## config.mk

```make
export PLATFORM = sky130hd
export DESIGN_NAME = zcal_ctrl
export DESIGN_NICKNAME = d
export VERILOG_FILES = /design/src/rtl/zcal_pkg.sv /design/src/rtl/zcal_sync.sv /design/src/rtl/zcal_timer.sv /design/src/rtl/zcal_core.sv /design/src/rtl/zcal_ctrl.sv
export SDC_FILE = /design/constraint.sdc
export NUM_CORES = 1
export LEC_CHECK = 0
export CAP_MARGIN = 20
export CORE_AREA = 5 5 66 68
export DETAILED_ROUTE_END_ITERATION = 16
export DIE_AREA = 0 0 71 73
export GPL_TIMING_DRIVEN = 0
export SYNTH_ARGS = -nofsm -noshare
export SYNTH_HDL_FRONTEND = slang
export SYNTH_SLANG_ARGS = --single-unit
```

## constraint.sdc

```tcl
create_clock -name clk -period 0.8 [get_ports clk]
set_input_delay 0.24 -clock clk [delete_from_list [all_inputs] [get_ports clk]]
set_output_delay 0.24 -clock clk [all_outputs]
set_load 0.05 [all_outputs]
```

## src/rtl/zcal_pkg.sv

```systemverilog
package zcal_pkg;

  typedef enum logic [1:0] {
    ZC_SEARCH = 2'd0,
    ZC_TRACK  = 2'd1,
    ZC_FORCE  = 2'd2
  } zc_state_e;

endpackage

```

## src/rtl/zcal_sync.sv

```systemverilog
module zcal_sync #(
  parameter int WIDTH  = 1,
  parameter int STAGES = 2
) (
  input  logic             clk,
  input  logic             arst_ni,
  input  logic [WIDTH-1:0] d_i,
  output logic [WIDTH-1:0] q_o
);

  logic [STAGES-1:0][WIDTH-1:0] stg_q;
  logic [STAGES-1:0][WIDTH-1:0] stg_n;

  always_comb begin
    stg_n[0] = d_i;
    for (int i = 1; i < STAGES; i++) begin
      stg_n[i] = stg_q[i-1];
    end
  end

  always_ff @(posedge clk or negedge arst_ni) begin
    if (!arst_ni) begin
      stg_q <= '0;
    end else begin
      stg_q <= stg_n;
    end
  end

  assign q_o = stg_q[STAGES-1];

endmodule

```

## src/rtl/zcal_timer.sv

```systemverilog
module zcal_timer #(
  parameter int STEP_CYC  = 16,
  parameter int TRACK_CYC = 256
) (
  input  logic clk,
  input  logic rst_ni,
  input  logic restart_i,
  input  logic track_i,
  output logic tick_o
);

  localparam int LONG  = (STEP_CYC > TRACK_CYC) ? STEP_CYC : TRACK_CYC;
  localparam int CNT_W = (LONG > 2) ? $clog2(LONG) : 1;
  localparam logic [CNT_W-1:0] STEP_LD  = CNT_W'(STEP_CYC - 1);
  localparam logic [CNT_W-1:0] TRACK_LD = CNT_W'(TRACK_CYC - 1);

  logic [CNT_W-1:0] cnt_q;
  logic [CNT_W-1:0] cnt_n;
  logic             cnt_en;

  assign tick_o = (cnt_q == '0);
  assign cnt_en = 1'b1;

  always_comb begin
    cnt_n = cnt_q;
    if (restart_i) begin
      cnt_n = STEP_LD;
    end else if (tick_o) begin
      cnt_n = track_i ? TRACK_LD : STEP_LD;
    end else begin
      cnt_n = cnt_q - 1'b1;
    end
  end

  always_ff @(posedge clk or negedge rst_ni) begin
    if (!rst_ni) begin
      cnt_q <= STEP_LD;
    end else if (cnt_en) begin
      cnt_q <= cnt_n;
    end
  end

endmodule

```

## src/rtl/zcal_core.sv

```systemverilog
module zcal_core
  import zcal_pkg::*;
#(
  parameter int CODE_W    = 6,
  parameter int TRACK_CYC = 256,
  parameter int BUDGET    = 1024
) (
  input  logic              clk,
  input  logic              rst_ni,
  input  logic              tick_i,
  input  logic              cmp_strong_i,
  input  logic              strap_i,
  output logic              restart_o,
  output logic              track_o,
  output logic [CODE_W-1:0] code_o,
  output logic              done_o
);

  localparam int IDX_W = (CODE_W > 1) ? $clog2(CODE_W) : 1;
  localparam logic [CODE_W-1:0] MID  = CODE_W'(1) << (CODE_W - 1);
  localparam logic [CODE_W-1:0] MAXC = '1;
  localparam logic [IDX_W-1:0]  TOP_IDX = IDX_W'(CODE_W - 1);

  zc_state_e         state_q, state_n;
  logic [CODE_W-1:0] code_q, code_n;
  logic [IDX_W-1:0]  idx_q, idx_n, idx_dn;
  logic              done_q, done_n;
  logic              restart;

  assign idx_dn = idx_q - 1'b1;

  // Next-state logic: strap has priority, then search or tracking per tick.
  always_comb begin
    state_n = state_q;
    code_n  = code_q;
    idx_n   = idx_q;
    done_n  = done_q;
    restart = 1'b0;
    if (strap_i) begin
      state_n = ZC_FORCE;
      code_n  = MAXC;
      done_n  = 1'b1;
      restart = 1'b1;
    end else begin
      case (state_q)
        ZC_FORCE: begin
          state_n = ZC_SEARCH;
          code_n  = MID;
          idx_n   = TOP_IDX;
          done_n  = 1'b0;
          restart = 1'b1;
        end
        ZC_SEARCH: begin
          if (tick_i) begin
            if (cmp_strong_i) begin
              code_n[idx_q] = 1'b0;
            end
            if (idx_q != '0) begin
              code_n[idx_dn] = 1'b1;
              idx_n          = idx_dn;
            end else begin
              state_n = ZC_TRACK;
              done_n  = 1'b1;
            end
          end
        end
        ZC_TRACK: begin
          if (tick_i) begin
            if (cmp_strong_i) begin
              if (code_q != '0) code_n = code_q - 1'b1;
            end else begin
              if (code_q != MAXC) code_n = code_q + 1'b1;
            end
          end
        end
        default: begin
          state_n = ZC_SEARCH;
          code_n  = MID;
          idx_n   = TOP_IDX;
          done_n  = 1'b0;
          restart = 1'b1;
        end
      endcase
    end
  end

  always_ff @(posedge clk or negedge rst_ni) begin
    if (!rst_ni) begin
      state_q <= ZC_SEARCH;
      code_q  <= MID;
      idx_q   <= TOP_IDX;
      done_q  <= 1'b0;
    end else begin
      state_q <= state_n;
      code_q  <= code_n;
      idx_q   <= idx_n;
      done_q  <= done_n;
    end
  end

  assign restart_o = restart;
  assign track_o   = (state_n == ZC_TRACK);
  assign code_o    = code_q;
  assign done_o    = done_q;

  // Reference counters used only by the checks below.
  localparam int BW = $clog2(BUDGET) + 1;
  localparam int GW = (TRACK_CYC > 2) ? $clog2(TRACK_CYC) : 1;
  logic [BW-1:0] srch_cnt_q, srch_cnt_n;
  logic [GW-1:0] gap_q, gap_n;

  always_comb begin
    srch_cnt_n = '0;
    if (state_q == ZC_SEARCH) begin
      srch_cnt_n = (srch_cnt_q == BW'(BUDGET)) ? srch_cnt_q : srch_cnt_q + 1'b1;
    end
    gap_n = '0;
    if (state_q == ZC_TRACK) begin
      gap_n = (gap_q == GW'(TRACK_CYC - 1)) ? '0 : gap_q + 1'b1;
    end
  end

  always_ff @(posedge clk or negedge rst_ni) begin
    if (!rst_ni) begin
      srch_cnt_q <= '0;
      gap_q      <= '0;
    end else begin
      srch_cnt_q <= srch_cnt_n;
      gap_q      <= gap_n;
    end
  end


  search_budget_chk: assert property (@(posedge clk) disable iff (!rst_ni)
    srch_cnt_q < BW'(BUDGET));


  done_sticky_chk: assert property (@(posedge clk) disable iff (!rst_ni)
    $fell(done_q) |-> $past(state_q) == ZC_FORCE);


  track_step_chk: assert property (@(posedge clk) disable iff (!rst_ni)
    (state_q == ZC_TRACK && !strap_i) |=>
      (code_q == $past(code_q) ||
       code_q == CODE_W'($past(code_q) + 1'b1) ||
       code_q == CODE_W'($past(code_q) - 1'b1)));


  track_period_chk: assert property (@(posedge clk) disable iff (!rst_ni)
    (state_q == ZC_TRACK && $past(state_q) == ZC_TRACK && code_q != $past(code_q))
      |-> $past(gap_q) == GW'(TRACK_CYC - 1));


  no_wrap_chk: assert property (@(posedge clk) disable iff (!rst_ni)
    (state_q == ZC_TRACK && !strap_i && (code_q == '0 || code_q == MAXC)) |=>
      (code_q <= CODE_W'(1) || code_q >= MAXC - 1'b1));


  strap_force_chk: assert property (@(posedge clk) disable iff (!rst_ni)
    strap_i |=> (code_q == MAXC && done_q));


  strap_exit_chk: assert property (@(posedge clk) disable iff (!rst_ni)
    (state_q == ZC_FORCE && !strap_i) |=> (code_q == MID && !done_q));

endmodule

```

## src/rtl/zcal_ctrl.sv

```systemverilog
module zcal_ctrl #(
  parameter int CODE_W      = 6,
  parameter int STEP_CYC    = 16,
  parameter int TRACK_CYC   = 256,
  parameter int SYNC_STAGES = 2,
  parameter int BUDGET      = 1024
) (
  input  logic              clk,
  input  logic              rst_n,
  input  logic              cmp_strong_i,
  input  logic              ref_tied_hi_i,
  output logic [CODE_W-1:0] imp_code_o,
  output logic              cal_done_o
);

  logic       rst_int_n;
  logic [1:0] in_sync;
  logic       tick;
  logic       restart;
  logic       track;

  zcal_sync #(
    .WIDTH  (1),
    .STAGES (SYNC_STAGES)
  ) u_rst_sync (
    .clk     (clk),
    .arst_ni (rst_n),
    .d_i     (1'b1),
    .q_o     (rst_int_n)
  );

  zcal_sync #(
    .WIDTH  (2),
    .STAGES (SYNC_STAGES)
  ) u_in_sync (
    .clk     (clk),
    .arst_ni (rst_int_n),
    .d_i     ({ref_tied_hi_i, cmp_strong_i}),
    .q_o     (in_sync)
  );

  zcal_timer #(
    .STEP_CYC  (STEP_CYC),
    .TRACK_CYC (TRACK_CYC)
  ) u_timer (
    .clk       (clk),
    .rst_ni    (rst_int_n),
    .restart_i (restart),
    .track_i   (track),
    .tick_o    (tick)
  );

  zcal_core #(
    .CODE_W    (CODE_W),
    .TRACK_CYC (TRACK_CYC),
    .BUDGET    (BUDGET)
  ) u_core (
    .clk          (clk),
    .rst_ni       (rst_int_n),
    .tick_i       (tick),
    .cmp_strong_i (in_sync[0]),
    .strap_i      (in_sync[1]),
    .restart_o    (restart),
    .track_o      (track),
    .code_o       (imp_code_o),
    .done_o       (cal_done_o)
  );

endmodule

```

Word-level counts from Yosys, hierarchy flattened:

Index checks and enable logic that the tools add are counted.

* register bits: 26
* input bits: 4
* output and inout port bits: 7
* word-level logic and storage cells: 75

* add/sub/neg operators: 4
* order comparisons: 4
* equal/unequal tests: 11
* muxes and demuxes: 32
* bitwise operators: 5
* reductions and logical operators: 10

Operators by type and width (number)
* $mux W6: 11
* $mux W8: 3
* $pmux W6 S2: 1
* $ne A3 B3 Y1 const B: 3
* $logic_not A8 Y1: 1
* $lt A3 B4 Y1 const B: 2
* $ne A4 B3 Y1 const B: 2
* $reduce_and A4 Y1: 2
* $sub A8 B1 Y8 const B: 1
* $mux W1: 7
* $add A6 B1 Y6 const B: 1
* $and A6 B6 Y6: 1
* $demux W1 S3: 2
* $ge A3 B1 Y1 const B: 2
* $mux W2: 3
* $mux W3: 2
* $ne A6 B6 Y1 const B: 1
* $not A6 Y6: 1
* $or A6 B6 Y6: 1
* $pmux W3 S2: 1
* $reduce_bool A6 Y1: 1
* $sub A6 B1 Y6 const B: 1
* $eq A2 B1 Y1 const B: 2
* $ne A2 B2 Y1 const B: 2
* 10 further kinds: 12

Logic depth before layout (Yosys ltp):

* depth in word-level cells: 15
* gate-level depth with buffers: 9
* mapped depth without buffers: 8

Modules after synthesis:

A second synthesis with hierarchy kept.

* cell total of the unflattened synthesis: 164
* area, all modules: 1575.3 µm²

By module, submodules not included
* zcal_core: instances 1, cells an instance 114, area each 979.7 µm², seq. area each 304.0 µm²
* zcal_timer: instances 1, cells an instance 43, area each 441.7 µm², seq. area each 205.2 µm²
* zcal_sync at u_in_sync: instances 1, cells an instance 4, area each 100.1 µm², seq. area each 100.1 µm²
* zcal_sync at u_rst_sync: instances 1, cells an instance 2, area each 50.0 µm², seq. area each 50.0 µm²
* zcal_ctrl: instances 1, cells an instance 1, area each 3.8 µm², seq. area each 0.0 µm²

Worst setup path before layout:

Ideal clock, no wire load.

* path kind: register -> register
* from: register u_core.idx_q[0]
* to: register u_core.idx_q[1]
* setup time: 0.125 ns
* arrival: 2.131 ns
* data required time: 0.675 ns
* path slack: -1.456 ns
* stages on the path, launching flop included: 8
* path buffers: 1
* clock period less this slack: 2.256 ns
* cell sequence: dfstp_2 clkbuf_1 inv_1 ha_1 ha_1 or3_4 a21oi_4 mux2_4

* cells in the longest elaborated chain, start to end: 4
* elaborated cells between the ends (all ways): 7
* those cells by class: add/sub (1); eq/ne (1); mux (3); reduce/logical (2)

RTL lines
* start: declaration: line zcal_core.sv:26 `logic [IDX_W-1:0] idx_q, idx_n, idx_dn;`
* start signal: assignment: line zcal_core.sv:96 `idx_q <= idx_n;`
* $sub A3 B1 Y3: line zcal_core.sv:30 `assign idx_dn = idx_q - 1'b1;`
* $mux W3: line zcal_core.sv:58 `if (idx_q != '0) begin`
* $mux W3: line zcal_core.sv:54 `if (tick_i) begin`
* $pmux W3 S2: line zcal_core.sv:45 `case (state_q)`

Parallel ways exist; a longest one is shown, timed or not. The select of a mux whose other input is x is not followed.
A chain may end at the register's enable or synchronous reset.

Worst setup path after layout:

Same ends and word-level chain as after synthesis.

==> results.yml <==
synth:
  post_synth_mux_area_share_pct: 3.734
  number_of_synthesized_register_bits: 26
  synth.yosys.seq_area_share_pct: 43.73
  synth_top_cell_by_area: "sky130_fd_sc_hd__dfrtp_1"
  post_synth_xor_area_fraction_pct: 5.228
  postSynthCellCount: 148
  syn_area_per_cell_um2: 10.19
  synth_fp_nets: 161
  cell_area_after_synthesis_um2: 1508
  synth.distinct_cells: 40
  synth_fa_ha_area_share_pct: 7.967
  synth_compound_area_share_pct: 16.27
  postSynth.asyncResetShare_pct: 100.0
  synthSimpleGateAreaFrac_pct: 19.00
  synth_top_family_by_area: "simple AND/OR/NAND/NOR gates"
  synth_top_cells_by_area: "sky130_fd_sc_hd__dfrtp_1 (32%), sky130_fd_sc_hd__dfstp_2 (12%), sky130_fd_sc_hd__ha_1 (6.6%)"
  synth.top_cells.by_count: "sky130_fd_sc_hd__dfrtp_1 (19), sky130_fd_sc_hd__nand2_1 (14), sky130_fd_sc_hd__inv_1 (10), sky130_fd_sc_hd__a21oi_1 (9)"
  synth_warnings: 0
  synth_enable_flop_cells: 0
  cell_with_the_most_instances_after_synthesis: "sky130_fd_sc_hd__dfrtp_1"
  synthFlopType: "sky130_fd_sc_hd__dfrtp_1"
  netlist.area_leader.share_pct: 31.54
grt:
  grt_max_degree: 25
  antenna_found_initial: 0
  global_route_wire_length_before_repair_um: 6258
  globalRouteOverflowTotal: 0
  groute.usage.overall_pct: 14.95
  first_global_vias: 1334
clock_network:
  cts-hold-fix-buffers: 0
  numCtsBuffers: 3
  clk_root_buffer_cell: "sky130_fd_sc_hd__clkbuf_8"
  worst_skew_pair.late_latency_ns: 0.27
  h_tree_lvls: 1
  cts.reportedPaths.clkPinSlew_ns: 0.09
  cts_buffer_depth: 2
  cts_num_sinks: 26
  tritoncts: "yes"
floorplanning:
  design.portCount: 11
  design.die.area_um2: 5183
  die_height_um: 73
  core-area_um2: 3799
  die_width_um: 71
  effective_utilization_at_floorplan_pct: 39.69
  num_rows: 23
setup_path:
  cp.buffers_inverters: 1
  startpoint: "u_core.idx_q[0]$_DFFE_PN1P_"
  cp_common_cell: "sky130_fd_sc_hd__ha_4"
  critPathMaxFanout: 3
  path_class: "reg2reg"
  critPathTopFamily: "flip-flops"
  cp_data_required_time_ns: 0.97
  setup.reg_to_reg.worst_slack_ns: -1.09
  worst-r2r-cell-count: 6
  critPathMaxStageDelay_ns: 0.57
  crit_path_cell_trace: "inv_4, ha_4, ha_4, or3_4, a21oi_4, mux2_4"
  r2r-start: "u_core.idx_q[0]$_DFFE_PN1P_"
  timing.critical_path.arrival_ns: 2.06
  r2r-end: "u_core.idx_q[1]$_DFFE_PN0P_"
  worstSetupEndpointType: "flop"
  path_depth: 6
  critical_path_cell_with_the_highest_stage_delay: "sky130_fd_sc_hd__dfstp_2"
  crit_path_start_kind: "flop"
power_and_ir_drop:
  power.internal_uw: 2817
  worst_ir_drop_vdd_mv: 1.458
  power_density_nw_per_um2: 2001
  totalPowerFinal_uw: 4470
  leakage_uw: 0.0008872
  comb_power_share_pct: 44.6
  p_seq_share_pct: 38.2
  power.share.clock_pct: 17.2
  net-switching-power_uw: 1653
  power.switching_fraction_pct: 36.98
layout:
  post_synthesis_to_final_layout_area_growth_pct: 48.13
  finalNonFillerCells: 234
  final.fill_count: 325
  utilization_pct: 58.79
  layout-drive-gt1-share_pct: 53.26
  num-nets-final: 198
  diodes: 0
timing:
  slew_headroom_pct: 65.93
  setup_slack_ns: -1.092
  min_period_over_period_pct: 236.5
  period_needed_ns: 1.892
  unrepaired_setup_endpoints_after_global_routing: "yes"
  finalSetupTns_ns: -19.65
  max_slew.worst_pin.slew_ns: 0.5110
  drv_slew: 0
  timing_hold_violations_final: 0
  finalSetupViolCount: 27
  timing.clock.skew_ns: 0.01139
  max_fclk_mhz: 528.4
hold_path:
  min_path_type: "in2async"
status:
  status: "finished with violations"
  violations: "negative setup slack"
detailed_routing:
  drt.antenna.violating_nets: 0
  routed_wire_length_per_instance_um: 16.13
  finalWirelength_um: 3775
  route.vias.total: 1280
  avgViaCountPerCell: 5.470
  first_iter_violations: 55
  post-route-drc-count: 0
  iteration_count_of_the_initial_detailed_routing_pass: 4
placed_design:
  place.detailed.instances: 208
  globalplace.congestion: 0.8829
  hpwl_after_detailed_placement_um: 2265
  place_ws_ns: -1.242
  place.port_buffers: 10
job:
  maxCapViolCount: 0
-- final cells by class --
class,count,area [um^2],share of cell area (%)
Buffer,3,15.01,0.6723
Clock buffer,4,45.04,2.017
Inverter,10,45.04,2.017
Multi-Input combinational cell,107,1046,46.83
Sequential cell,26,674.4,30.20
Tap cell,50,62.56,2.801
Timing Repair Buffer,34,345.3,15.46
-- cell usage in the layout (no fill, tap or decap), types with 3 or more instances in the layout --
master | netlist | final
sky130_fd_sc_hd__nor2_1 | 7 | 5
sky130_fd_sc_hd__inv_2 | 0 | 3
sky130_fd_sc_hd__xor2_1 | 5 | 5
sky130_fd_sc_hd__a21oi_1 | 9 | 6
sky130_fd_sc_hd__dfrtp_1 | 19 | 10
sky130_fd_sc_hd__mux2_4 | 3 | 4
sky130_fd_sc_hd__ha_1 | 8 | 3
sky130_fd_sc_hd__dfstp_2 | 7 | 6
sky130_fd_sc_hd__nand3_2 | 0 | 3
sky130_fd_sc_hd__buf_4 | 0 | 14
sky130_fd_sc_hd__clkbuf_8 | 0 | 3
sky130_fd_sc_hd__o2bb2ai_2 | 0 | 3
sky130_fd_sc_hd__xnor2_1 | 4 | 4
sky130_fd_sc_hd__buf_8 | 0 | 5
sky130_fd_sc_hd__nor3_1 | 8 | 4
sky130_fd_sc_hd__o31ai_1 | 3 | 3
sky130_fd_sc_hd__a221oi_2 | 0 | 4
sky130_fd_sc_hd__buf_6 | 0 | 12
sky130_fd_sc_hd__dfrtp_2 | 0 | 9
sky130_fd_sc_hd__nand2_1 | 14 | 12
sky130_fd_sc_hd__ha_4 | 0 | 5
sky130_fd_sc_hd__clkdlybuf4s50_1 | 0 | 3
sky130_fd_sc_hd__inv_1 | 10 | 5
sky130_fd_sc_hd__a21oi_2 | 0 | 3
sky130_fd_sc_hd__a31oi_1 | 4 | 4
-- power by group through the flow --
stage	Clock, uW	Combinational (uW)	Sequential (uW)
global placement	0	1360	1710
floorplan	0	904	1860
global route	851	2120	1740
detailed placement	0	1400	1720
CTS	781	1650	1710
finish	767	1990	1710
-- sequential cells by signal, indices dropped and copies added (netlist names) --
| signal | flops |
|---|---|
| u_in_sync.stg_n | 2 |
| u_in_sync.q_o | 2 |
| u_rst_sync.stg_n | 1 |
| u_core.code_o | 6 |
| u_rst_sync.q_o | 1 |
| u_core.done_o | 1 |
| u_core.state_q | 2 |
| u_timer.cnt_q | 8 |
| u_core.idx_q | 3 |
-- how the worst max path moves through the flow --
stage / endpoint / slack, ns
after floorplan: u_core.code_o[4]$_DFFE_PN0P_ / -1.19
after global placement: u_core.idx_q[1]$_DFFE_PN0P_ / -1.22
after detailed placement: u_core.idx_q[1]$_DFFE_PN0P_ / -1.24
after CTS: u_core.idx_q[1]$_DFFE_PN0P_ / -1.15
after global routing: u_core.code_o[4]$_DFFE_PN0P_ / -1.14
final: u_core.idx_q[1]$_DFFE_PN0P_ / -1.09
-- what timing repair did --
action                                 4_1_cts  5_1_grt
gates resized for setup                     77       25
endpoints found under the hold margin        0        0
buffers inserted                            14       10
pin swaps                                   17       18
setup endpoints to repair                   51       27
-- layer usage --
metal  global-route usage [%]  routed length (um)
met1                    18.84                1739
met4                    3.549                  72
met5                        0                   0
met2                    26.88                1839
met3                    2.342                 124
-- cell families (layout without fill, tap and decap cells) --
kind of cell,after synthesis,count (layout)
muxes,4,4
other,1,1
adders and majority gates,9,9
DFF,26,26
and+or+nand+nor,49,49
AOI/OAI and AO/OA,35,35
xor gates and xnor gates,9,9
buffers and inverters,15,51
-- metrics by stage --
| stage | hold WS, ns | area [um^2] |
|---|---|---|
| global placement | 0.3348 | 1770 |
| global route | 0.1205 | 2233 |
| CTS | 0.1268 | 2044 |
| floorplan | -0.05559 | 1608 |
| finish | 0.1247 | 2233 |
| detailed placement | 0.3355 | 1770 |
Power figures use the tool's default switching activity.
